### src/rtl/adc_rdout_pkg.sv
package adc_rdout_pkg;

  // Offset binary to two's complement only flips the sign bit.
  function automatic logic fmt_top_bit(input logic msb, input logic twos);
    return msb ^ twos;
  endfunction

  // Internal serial clock is high in the middle half of a bit period.
  function automatic logic sclk_level(input int unsigned phase, input int unsigned qtr);
    return (phase >= qtr) && (phase < 3 * qtr);
  endfunction

  // Slave-mode overrun: a read has begun and is not yet complete.
  function automatic logic read_open(input int unsigned done_bits, input int unsigned nbits);
    return (done_bits != 0) && (done_bits < nbits);
  endfunction

endpackage

### src/rtl/adc_rdout_clkgen.sv
module adc_rdout_clkgen #(
  parameter int unsigned QTR   = 1,
  parameter int unsigned NBITS = 16
) (
  input  logic clk,
  input  logic rst_n,
  input  logic start,
  output logic busy,
  output logic sclk,
  output logic shift
);
  import adc_rdout_pkg::*;

  localparam int unsigned PER = 4 * QTR;
  localparam int unsigned PW  = (PER > 1) ? $clog2(PER) : 1;
  localparam int unsigned BW  = (NBITS > 1) ? $clog2(NBITS) : 1;

  logic [PW-1:0] phase;
  logic [BW-1:0] bit_idx;
  logic          last_ph;
  logic          last_bit;

  assign last_ph  = (phase == PW'(PER - 1));
  assign last_bit = (bit_idx == BW'(NBITS - 1));

  always_ff @(posedge clk) begin
    if (!rst_n) begin
      busy    <= 1'b0;
      phase   <= '0;
      bit_idx <= '0;
    end else if (start) begin
      busy    <= 1'b1;
      phase   <= '0;
      bit_idx <= '0;
    end else if (busy) begin
      if (last_ph) begin
        phase <= '0;
        if (last_bit) busy <= 1'b0;
        else          bit_idx <= bit_idx + 1'b1;
      end else begin
        phase <= phase + 1'b1;
      end
    end
  end

  assign shift = busy && last_ph && !last_bit;
  assign sclk  = busy && sclk_level(int'(phase), QTR);

endmodule

### src/rtl/adc_rdout_edge.sv
module adc_rdout_edge (
  input  logic clk,
  input  logic rst_n,
  input  logic sclk_in,
  input  logic gate_ok,
  input  logic inv,
  output logic act
);
  logic sclk_q;
  logic rise;
  logic fall;

  always_ff @(posedge clk) begin
    if (!rst_n) sclk_q <= 1'b0;
    else        sclk_q <= sclk_in;
  end

  assign rise = sclk_in & ~sclk_q;
  assign fall = ~sclk_in & sclk_q;
  assign act  = gate_ok & (inv ? fall : rise);

endmodule

### src/rtl/adc_rdout_shift.sv
module adc_rdout_shift #(
  parameter int unsigned W = 16
) (
  input  logic                         clk,
  input  logic                         rst_n,
  input  logic                         load_new,
  input  logic [W-1:0]                 new_word,
  input  logic                         load_start,
  input  logic [W-1:0]                 start_word,
  input  logic                         shift,
  input  logic                         overrun_chk,
  output logic                         sdo,
  output logic [$clog2(W+1)-1:0]       cnt,
  output logic                         err
);
  import adc_rdout_pkg::*;

  localparam int unsigned CW = $clog2(W + 1);

  logic [W-1:0] sh;

  always_ff @(posedge clk) begin
    if (!rst_n) begin
      sh  <= '0;
      cnt <= '0;
      err <= 1'b0;
    end else begin
      err <= overrun_chk && read_open(int'(cnt), W);
      if (load_new) begin
        sh  <= new_word;
        cnt <= '0;
      end else if (load_start) begin
        sh  <= start_word;
        cnt <= '0;
      end else if (shift) begin
        sh <= {sh[W-2:0], 1'b0};
        if (cnt != CW'(W)) cnt <= cnt + 1'b1;
      end
    end
  end

  assign sdo = sh[W-1];

endmodule

### src/rtl/adc_rdout_pins.sv
module adc_rdout_pins #(
  parameter int unsigned W    = 16,
  parameter int unsigned HI_N = 4
) (
  input  logic         ser,
  input  logic         ext,
  input  logic         en,
  input  logic         sync_inv,
  input  logic         busy,
  input  logic         sclk,
  input  logic         sdo,
  input  logic         err,
  input  logic [W-1:0] word,
  output logic [W-1:0] pin_d,
  output logic [W-1:0] pin_oe
);
  localparam int unsigned LO_N  = W - HI_N;
  localparam int unsigned P_SDO = LO_N - 4;
  localparam int unsigned P_SCK = LO_N - 3;
  localparam int unsigned P_SYN = LO_N - 2;
  localparam int unsigned P_ERR = LO_N - 1;

  always_comb begin
    pin_d  = word;
    pin_oe = {{HI_N{1'b1}}, {LO_N{en}}};
    if (ser) begin
      pin_d[LO_N-1:0]  = '0;
      pin_oe[LO_N-1:0] = '0;
      pin_d[P_SDO]  = sdo;
      pin_oe[P_SDO] = en;
      pin_d[P_SCK]  = sclk & ~ext;
      pin_oe[P_SCK] = en & ~ext & busy;
      pin_d[P_SYN]  = ~ext & (busy ^ sync_inv);
      pin_oe[P_SYN] = en & ~ext;
      pin_d[P_ERR]  = err;
      pin_oe[P_ERR] = en & ext;
    end
  end

endmodule

### src/rtl/adc_rdout_port.sv
module adc_rdout_port #(
  parameter int unsigned W    = 16,
  parameter int unsigned HI_N = 4,
  parameter int unsigned QTR  = 1
) (
  input  logic         clk,
  input  logic         rst_n,
  input  logic [W-1:0] res_data,
  input  logic         res_stb,
  input  logic         ser_sel,
  input  logic         fmt_twos,
  input  logic         clk_ext,
  input  logic         sclk_inv,
  input  logic         sync_inv,
  input  logic         cs_n,
  input  logic         rd_n,
  input  logic         sclk_in,
  output logic [W-1:0] pin_d,
  output logic [W-1:0] pin_oe
);
  import adc_rdout_pkg::*;

  localparam int unsigned CW = $clog2(W + 1);

  logic [W-1:0]  raw_q;
  logic          en_q;
  logic          en;
  logic          start;
  logic          busy;
  logic          int_sclk;
  logic          int_shift;
  logic          ext_act;
  logic          shift_ev;
  logic          load_ev;
  logic          sh_msb;
  logic [CW-1:0] rd_cnt;
  logic          err_q;
  logic [W-1:0]  fmt_new;
  logic [W-1:0]  fmt_held;

  assign en       = ~cs_n & ~rd_n;
  assign start    = ser_sel & ~clk_ext & en & ~en_q & ~busy;
  assign load_ev  = res_stb & ~busy;
  assign shift_ev = int_shift | ext_act;
  assign fmt_new  = {fmt_top_bit(res_data[W-1], fmt_twos), res_data[W-2:0]};
  assign fmt_held = {fmt_top_bit(raw_q[W-1], fmt_twos), raw_q[W-2:0]};

  always_ff @(posedge clk) begin
    if (!rst_n) begin
      raw_q <= '0;
      en_q  <= 1'b0;
    end else begin
      en_q <= en;
      if (res_stb) raw_q <= res_data;
    end
  end

  adc_rdout_clkgen #(.QTR(QTR), .NBITS(W)) u_clkgen (
    .clk   (clk),
    .rst_n (rst_n),
    .start (start),
    .busy  (busy),
    .sclk  (int_sclk),
    .shift (int_shift)
  );

  adc_rdout_edge u_edge (
    .clk     (clk),
    .rst_n   (rst_n),
    .sclk_in (sclk_in),
    .gate_ok (ser_sel & clk_ext & ~cs_n),
    .inv     (sclk_inv),
    .act     (ext_act)
  );

  adc_rdout_shift #(.W(W)) u_shift (
    .clk         (clk),
    .rst_n       (rst_n),
    .load_new    (load_ev),
    .new_word    (fmt_new),
    .load_start  (start),
    .start_word  (fmt_held),
    .shift       (shift_ev),
    .overrun_chk (ser_sel & clk_ext & res_stb),
    .sdo         (sh_msb),
    .cnt         (rd_cnt),
    .err         (err_q)
  );

  adc_rdout_pins #(.W(W), .HI_N(HI_N)) u_pins (
    .ser      (ser_sel),
    .ext      (clk_ext),
    .en       (en),
    .sync_inv (sync_inv),
    .busy     (busy),
    .sclk     (int_sclk),
    .sdo      (sh_msb),
    .err      (err_q),
    .word     (fmt_held),
    .pin_d    (pin_d),
    .pin_oe   (pin_oe)
  );

endmodule

### config.mk
export PLATFORM = sky130hd
export DESIGN_NAME = adc_rdout_port
export DESIGN_NICKNAME = d
export VERILOG_FILES = /design/src/rtl/adc_rdout_pkg.sv /design/src/rtl/adc_rdout_clkgen.sv /design/src/rtl/adc_rdout_edge.sv /design/src/rtl/adc_rdout_shift.sv /design/src/rtl/adc_rdout_pins.sv /design/src/rtl/adc_rdout_port.sv
export SDC_FILE = /design/constraint.sdc
export NUM_CORES = 1
export LEC_CHECK = 0
export BUFFER_PORTS_ARGS = -buffer_cell sky130_fd_sc_hd__buf_4
export CAP_MARGIN = 10
export CORE_ASPECT_RATIO = 0.6
export CORE_MARGIN = 3
export CORE_UTILIZATION = 58
export DETAILED_ROUTE_END_ITERATION = 12
export HOLD_SLACK_MARGIN = 0.02
export PLACE_DENSITY_LB_ADDON = 0.08
export SKIP_CTS_REPAIR_TIMING = 1
export SLEW_MARGIN = 10
export SYNTH_ARGS = -nofsm -noshare
export SYNTH_HDL_FRONTEND = slang
export SYNTH_SLANG_ARGS = --single-unit
export TNS_END_PERCENT = 10
### constraint.sdc
create_clock -name clk -period 3.6 [get_ports clk]
set_input_delay 0.18 -clock clk [delete_from_list [all_inputs] [get_ports clk]]
set_output_delay 0.18 -clock clk [all_outputs]
set_load 0.01 [all_outputs]
==> reports/metrics.cfg, run 1 <==
[sta]
fin_tns_setup_ns = 0
period_needed_ns = 2.34
fin_crit_sh_pct = 65.0
fin_worst_skew_ns = 0.00392
rsz0062_at_grt = false
max-slew-margin-rel_pct = 34.3
finalMaxSlewViolations = 0
tightest_slew_ns = 0.985
setup_violations = 0
hold_viol_final = 0
fmax_mhz = 428

[floorplan]
rows = 18
die_area_um2 = 5530
coreArea_um2 = 4280
start_util_pct = 63.0
die_y_um = 58.8
ioPinCount = 59
die_w_um = 94.0

[setup_path]
critPathKind = register to register
crit_required_ns = 3.83
cp_slowest_cell = nor3b_4
rrSetupSlack_ns = 1.26
start_kind = register
cp.arrival_ns = 2.57
max_stage_delay_ns = 0.82
cp_max_fo = 16
crit_chain = or3_1 -> o21ai_4 -> nor3b_4 -> mux2i_1
cp-end-kind = register

[placement]
io_buffer_count = 54
gp_congestion = 0.854
place_hpwl_mm = 4.60

[cts]
cts.sinks = 47
cts_tree = done
cts-root-buf = clkbuf_8
clock_latency_ns = 0.30
numCtsBuffers = 5
cts_max_level = 2
path_clk_slew_ns = 0.09
cts_buffer_depth = 2

[routing]
top_layer = met4
detail-route-antenna-nets = 0
vias_per_cell = 5.78
met2_length_mm = 2.69
vias = 2308
first_pass_iters = 4
wl_mm = 6.51
drtIter0Drc = 164
m1WireLength_mm = 3.27
wl_met3_um = 506
wl_per_cell_um = 16.3
drc_errors = 0

[logic_synthesis]
synth_top_family_by_area = simple AND/OR/NAND/NOR gates
ys_types = 47
yosys.area_share.simple_pct = 19.0
synth_most_common_cell = dfxtp_1
synth-xor-area-share_pct = 1.95
syn_inst = 309
synth_edf_count = 0
ys_ff_latch = 47
synth_compound_area_share_pct = 18.1
syn-cell-area_um2 = 2700
synth_fa_ha_area_share_pct = 1.86
synth-main-ff-cell = dfxtp_1
synth_common_cells = dfxtp_1, mux2i_1, o21ai_0, nand2_1, nor2_1
synth.top_cell.area_share_pct = 34.9
async_flop_share_pct = 0
yosys-mux-area-fraction_pct = 13.5
synth_top_cell_by_area = dfxtp_1
avgSynthCellArea_um2 = 8.73
synth_area_leaders = dfxtp_1, mux2i_1, o21ai_0, buf_4, nand2_1
yosysWarnings = 0
seq_area_frac_synth_pct = 34.9

[global_routing]
grt_antenna_before_repair = 0
track_usage_pct = 24.6
first_global_vias = 2039
overflow = 0
grt_first_pass_wirelength_mm = 10.6
grt_max_degree = 35

[cells_and_area]
nFillCells = 367
regArea_um2 = 941
multi_input_area_um2 = 1480
drive_gt1_share_pct = 23.9
areaGrowthSynthToFinish_pct = 12.8
diodes = 0
nets = 369

[power]
power_density_nw_per_um2 = 356
total_power_mw = 1.08
p_leak_nw = 1.24
peakVddDrop_mv = 0.280

[hold_path]
worst_hold_path_type = input port to register

[job]
max_cap_viol_count = 0

[outcome]
status = finished clean

[layer usage]
| metal | GRT usage [%] | vias to the layer above |
|---|---|---|
| li1 | - | 1135 |
| met1 | 38.7 | 1080 |
| met2 | 33.6 | 89 |
| met3 | 5.36 | 4 |
| met4 | 5.76 | 0 |
| met5 | 0 | - |
[sequential cells by signal (all words and copies together), names as in the netlist]
| register | cells |
|---|---|
| u_edge.sclk_q | 1 |
| u_shift.cnt | 5 |
| en_q | 1 |
| u_clkgen.bit_idx | 4 |
| raw_q | 16 |
| u_shift.err | 1 |
| u_clkgen.phase | 2 |
| u_shift.sh | 16 |
| u_clkgen.busy | 1 |
[report_power, final]
group	internal, mW	switching [mW]
Sequential	0.547	0.0167
Clock	0.136	0.179
Combinational	0.0928	0.110
[cells by family after synthesis]
| group | count (synthesis) |
|---|---|
| flip-flops | 47 |
| buffers and inverters | 47 |
| XOR/XNOR | 6 |
| AND/OR/NAND/NOR | 99 |
| multiplexers | 36 |
| adder cells (fa/ha/maj) | 4 |
| other | 1 |
| AO/OA/AOI/OAI | 69 |
[layout by cell type, fill, tap and decap left out, types with 3 or more instances in the layout]
master	synthesis	layout
conb_1	1	4
nor2_1	22	22
xor2_1	4	4
a21oi_1	6	6
buf_4	19	56
ha_1	4	4
dfxtp_1	47	47
nand2_1	26	26
inv_1	10	10
and2_1	3	3
o21ai_0	31	31
a31o_2	11	11
a31o_1	3	3
clkbuf_8	0	5
nor2b_1	8	8
nand3_1	17	17
mux2i_1	34	34
nor3_1	6	6
and3_1	3	3
[area by class of cell]
type / instances / share of cell area, %
Multi-Input combinational cell: 218 / 48.7
Inverter: 10 / 1.23
Tap cell: 60 / 2.47
Sequential cell: 47 / 30.9
Timing Repair Buffer: 56 / 13.8
Clock buffer: 6 / 2.39
Clock inverter: 2 / 0.412
[path summary, 6_finish.rpt]
check	cells after the start	startpoint	endpoint
worst max-delay path	4	u_clkgen.busy$_SDFF_PN0_	u_shift.sh[1]$_SDFFE_PN0P_
worst min-delay path	2	rd_n	en_q$_SDFF_PN0_
worst max register to register	4	u_clkgen.busy$_SDFF_PN0_	u_shift.sh[1]$_SDFFE_PN0P_
worst min register to register	2	u_shift.sh[14]$_SDFFE_PN0P_	u_shift.sh[14]$_SDFFE_PN0P_
[per-stage QoR]
step	setup WS (ns)	hold WS [ns]	utilization (%)	instance area, um^2	instances
final	1.26	0.106	71.1	3040	399
after global routing	1.10	0.108	71.1	3040	399
after CTS	1.29	0.0970	71.1	3040	399
after detailed placement	1.30	0.416	69.1	2960	391
after global placement	1.41	0.402	69.1	2960	391
after floorplan	1.86	0.251	-	2710	312
[critical path, delay by kind of cell, from the launching register on]
family / cells / cell delay [ns]
simple gates: 2 / 1.32
flops: 1 / 0.57
mux: 1 / 0.28
compound gates: 1 / 0.11
(Power assumes the default switching activity.)
==> inputs of run 2 (changes only) <==
CORE_UTILIZATION = 54   (was 58)
clock period = 2.3 ns   (was 3.6 ns; I/O delays follow)
==> reports/metrics.cfg, run 2 (synthesized netlist as in run 1, its figures left out) <==
[sta]
tightest_slew_ns = 0.752
fmax_mhz = 505
fin_worst_skew_ns = 0.00681
hold_viol_final = 0
setup_violations = 0
max-slew-margin-rel_pct = 49.8
hold-worst-slack_ns = 0.0218
period_needed_ns = 1.98
rsz0062_at_grt = false
fin_crit_sh_pct = 86.1
fin_tns_setup_ns = 0
finalMaxSlewViolations = 0

[cells_and_area]
nFillCells = 410
areaGrowthSynthToFinish_pct = 15.3
nets = 373
layout_common_cells = buf_4, dfxtp_1, mux2i_1, o21ai_0, nand2_1
diodes = 0
drive_gt1_share_pct = 24.8
design_area_um2 = 3110
reg.largest.list = raw_q (16), u_shift.sh (16), u_shift.cnt (5)
mostFrequentLayoutCell = buf_4

[placement]
placed_area_um2 = 2980
gp_congestion = 0.897
place_hpwl_mm = 4.66
io_buffer_count = 54

[power]
pwr-share-comb_pct = 17.5
p_leak_nw = 1.28
p_sw_mw = 0.499
p_sw_share_pct = 26.9
peakVddDrop_mv = 0.298
clkPwrFrac_pct = 34.9
power_frac_seq_pct = 47.6
power_density_nw_per_um2 = 597
internal_power_mw = 1.36

[routing]
first_pass_iters = 4
wl_mm = 6.74
vias = 2346
wl_per_cell_um = 16.6
detail-route-antenna-nets = 0
drtIter0Drc = 156
drc_errors = 0
vias_per_cell = 5.78

[floorplan]
start_util_pct = 57.6
coreArea_um2 = 4680
ioPinCount = 59
die_y_um = 60.7
rows = 19
die_w_um = 97.2
die_area_um2 = 5900

[setup_path]
start_kind = register
cp_max_fo = 16
cp-end-kind = register
r2r_cells = 5
critPathKind = register to register
crit_required_ns = 2.54
cp.arrival_ns = 2.22

[hold_path]
holdPathStages = 2
worst_hold_path_type = input port to register

[cts]
cts_tree = done
cts-root-buf = clkbuf_8
cts_max_level = 2
path_clk_slew_ns = 0.09
clock_latency_ns = 0.31
cts.sinks = 47
cts_buffer_depth = 2
numCtsBuffers = 5

[job]
max_cap_viol_count = 0

[global_routing]
grt.met1_usage_pct = 33.9
track_usage_pct = 23.6
gr-usage-met2_pct = 34.9
grt_max_degree = 35
first_global_vias = 2162
grt_first_pass_wirelength_mm = 10.9
overflow = 0
grt.busiest_layer = met2
grt_antenna_before_repair = 0
grtUsageMet3_pct = 5.63

[outcome]
status = finished clean

-- run 2: cell types whose count changed in the layout (fill, tap and decap cells not counted), sizes merged --
cell	change
dlygate4sd3	+1
clkinvlp	-1
bufinv	+1
buf	+3
-- run 2: power groups by stage --
stage	combinational, mW	sequential [mW]	clock [mW]
3_5_place_dp	0.321	0.902	0
3_3_place_gp	0.316	0.901	0
6_report	0.324	0.885	0.649
2_1_floorplan	0.231	0.893	0
4_1_cts	0.323	0.884	0.649
5_1_grt	0.355	0.889	0.687
-- run 2: final timing paths --
kind,start,to,slack [ns]
setup / recovery,u_clkgen.busy$_SDFF_PN0_,u_shift.sh[14]$_SDFFE_PN0P_,0.32
hold / removal,sclk_in,u_edge.sclk_q$_SDFF_PN0_,0.02
setup reg to reg,u_clkgen.busy$_SDFF_PN0_,u_shift.sh[14]$_SDFFE_PN0P_,0.32
hold reg to reg,u_shift.sh[4]$_SDFFE_PN0P_,u_shift.sh[4]$_SDFFE_PN0P_,0.46
-- run 2: cell type report --
| class | instances | area (um^2) | area share [%] |
|---|---|---|---|
| multi-input cells | 218 | 1480 | 47.6 |
| inverters | 10 | 37.5 | 1.21 |
| repair buffers | 60 | 453 | 14.6 |
| clock inverters | 2 | 35.0 | 1.13 |
| well taps | 63 | 78.8 | 2.54 |
| flip-flops and latches | 47 | 941 | 30.3 |
| clock buffers | 6 | 82.6 | 2.66 |
-- run 2: critical path: stages (launching register included) --
cell and delay (ns):
dfxtp_1 0.56, or3_1 0.50, o21ai_4 0.10, nor3b_4 0.22, buf_4 0.29, mux2i_1 0.22
-- run 2: stage by stage --
stage | cells | total power [mW] | setup slack, ns | util (%)
2_1_floorplan | 312 | 1.12 | 0.563 | -
3_3_place_gp | 397 | 1.22 | 0.473 | 63.7
3_5_place_dp | 397 | 1.22 | 0.379 | 63.7
4_1_cts | 405 | 1.86 | 0.359 | 66.2
5_1_grt | 406 | 1.93 | 0.148 | 66.4
6_report | 406 | 1.86 | 0.319 | 66.4
-- run 2: per-layer routing --
layer | up-vias | share of wire [%]
li1 | 1141 | -
met1 | 1112 | 50
met2 | 88 | 42
met3 | 5 | 7.2
met4 | 0 | 0.73
met5 | - | 0
==> inputs of run 3 (changes only) <==
--- a/config.mk
+++ b/config.mk
@@ -12,4 +12,5 @@
 export CORE_UTILIZATION = 54
 export DETAILED_ROUTE_END_ITERATION = 12
+export GPL_TIMING_DRIVEN = 0
 export HOLD_SLACK_MARGIN = 0.02
 export PLACE_DENSITY_LB_ADDON = 0.08
==> constraint.sdc (replaced) <==
create_clock -name clk -period 2.3 [get_ports clk]
set_input_delay 0.115 -clock clk [delete_from_list [all_inputs] [get_ports clk]]
set_output_delay 0.115 -clock clk [all_outputs]
set_load 0.1 [all_outputs]
==> reports/metrics.cfg, run 3 (synthesized netlist as in run 1, its figures left out) <==
[sta]
finalMaxSlewViolations = 0
hold_viol_final = 0
fmax_mhz = 494
fin_worst_skew_ns = 0.00518
tightest_slew_ns = 0.872
fin_crit_sh_pct = 88.0
rsz0062_at_grt = false
period_needed_ns = 2.02
fin_tns_setup_ns = 0
setup_violations = 0
worst_slack_ns = 0.275
max-slew-margin-rel_pct = 41.9

[cts]
cts_max_level = 2
cts_tree = done
path_clk_slew_ns = 0.09
cts_buffer_depth = 2
clock_latency_ns = 0.30
cts-root-buf = clkbuf_8
cts.sinks = 47
numCtsBuffers = 5

[cells_and_area]
layout_common_cells = buf_4, dfxtp_1, mux2i_1, o21ai_0, nand2_1
finalNonFillerCells = 436
nets = 403
mostFrequentLayoutCell = buf_4
drive_gt1_share_pct = 28.7
reg.largest.list = raw_q (16), u_shift.sh (16), u_shift.cnt (5)
final_util_pct = 70.3
areaGrowthSynthToFinish_pct = 22.2
diodes = 0

[setup_path]
cp_max_fo = 10
crit_required_ns = 2.53
critPathKind = register to register
cp-end-kind = register
startpoint = u_clkgen.bit_idx[0]$_SDFFE_PP0P_
cp.arrival_ns = 2.25
r2r-start = u_clkgen.bit_idx[0]$_SDFFE_PP0P_
start_kind = register

[placement]
pre_cts_slack_ns = 0.319
place_hpwl_mm = 5.07
placed_cells = 428
gp_congestion = 0.829
io_buffer_count = 53

[global_routing]
track_usage_pct = 24.2
first_global_vias = 2361
grt_max_degree = 14
grt_first_pass_wirelength_mm = 11.5
overflow = 0
grt_antenna_before_repair = 0

[routing]
wl_per_cell_um = 16.0
detail-route-antenna-nets = 0
drc_errors = 0
vias_per_cell = 5.65
vias = 2463
drtIter0Drc = 189
wl_mm = 6.96
first_pass_iters = 5

[floorplan]
coreArea_um2 = 4680
die_area_um2 = 5900
start_util_pct = 57.6
ioPinCount = 59
die_y_um = 60.7
rows = 19
die_w_um = 97.2

[power]
peakVddDrop_mv = 0.429
p_leak_nw = 1.39
power_density_nw_per_um2 = 603

[hold_path]
worstHoldStart = rd_n
worst_hold_path_type = input port to register

[job]
max_cap_viol_count = 0

[outcome]
status = finished clean

run 3: worst max-delay path, stage by stage (launching register included):
cell and delay (ns):
dfxtp_1 0.37, ha_1 0.18, nand3_1 0.16, and3_1 0.22, buf_2 0.16, nor3b_4 0.46, buf_12 0.22, mux2i_1 0.19
run 3: final timing paths:
path | end | slack, ns | cells past startpoint
worst min register to register | u_shift.sh[5]$_SDFFE_PN0P_ | 0.46 | 2
worst min-delay path | en_q$_SDFF_PN0_ | 0.03 | 2
worst max-delay path | u_shift.sh[12]$_SDFFE_PN0P_ | 0.28 | 7
worst max register to register | u_shift.sh[12]$_SDFFE_PN0P_ | 0.28 | 7
run 3: cell type report:
type,instances,area [um^2]
multi-input cells,218,1490
fillers,388,1390
well taps,63,78.8
inverters,10,37.5
clock buffers,8,100
plain buffers,37,248
repair buffers,53,398
flip-flops and latches,47,941
run 3: metal layers:
layer	vias to the layer above	part of all wire, %	track usage, %
met4	0	0.37	3.75
met1	1132	48	34.6
met3	6	9.8	5.17
met5	-	0	0
met2	122	42	39.1
li1	1203	-	-
run 3: through the flow:
stage          hold WS [ns]  total power [mW]  cell area (um^2)
6_report             0.0314              1.99              3290
2_1_floorplan         0.186              1.31              2720
3_5_place_dp          0.345              1.45              3190
3_3_place_gp          0.338              1.45              3190
5_1_grt              0.0311              2.07              3290
4_1_cts              0.0274              1.99              3290
run 3: power by group:
part / total [mW] / internal [mW] / switching, mW
logic: 0.556 / 0.178 / 0.379
registers: 0.882 / 0.857 / 0.0249
clock network: 0.548 / 0.275 / 0.273
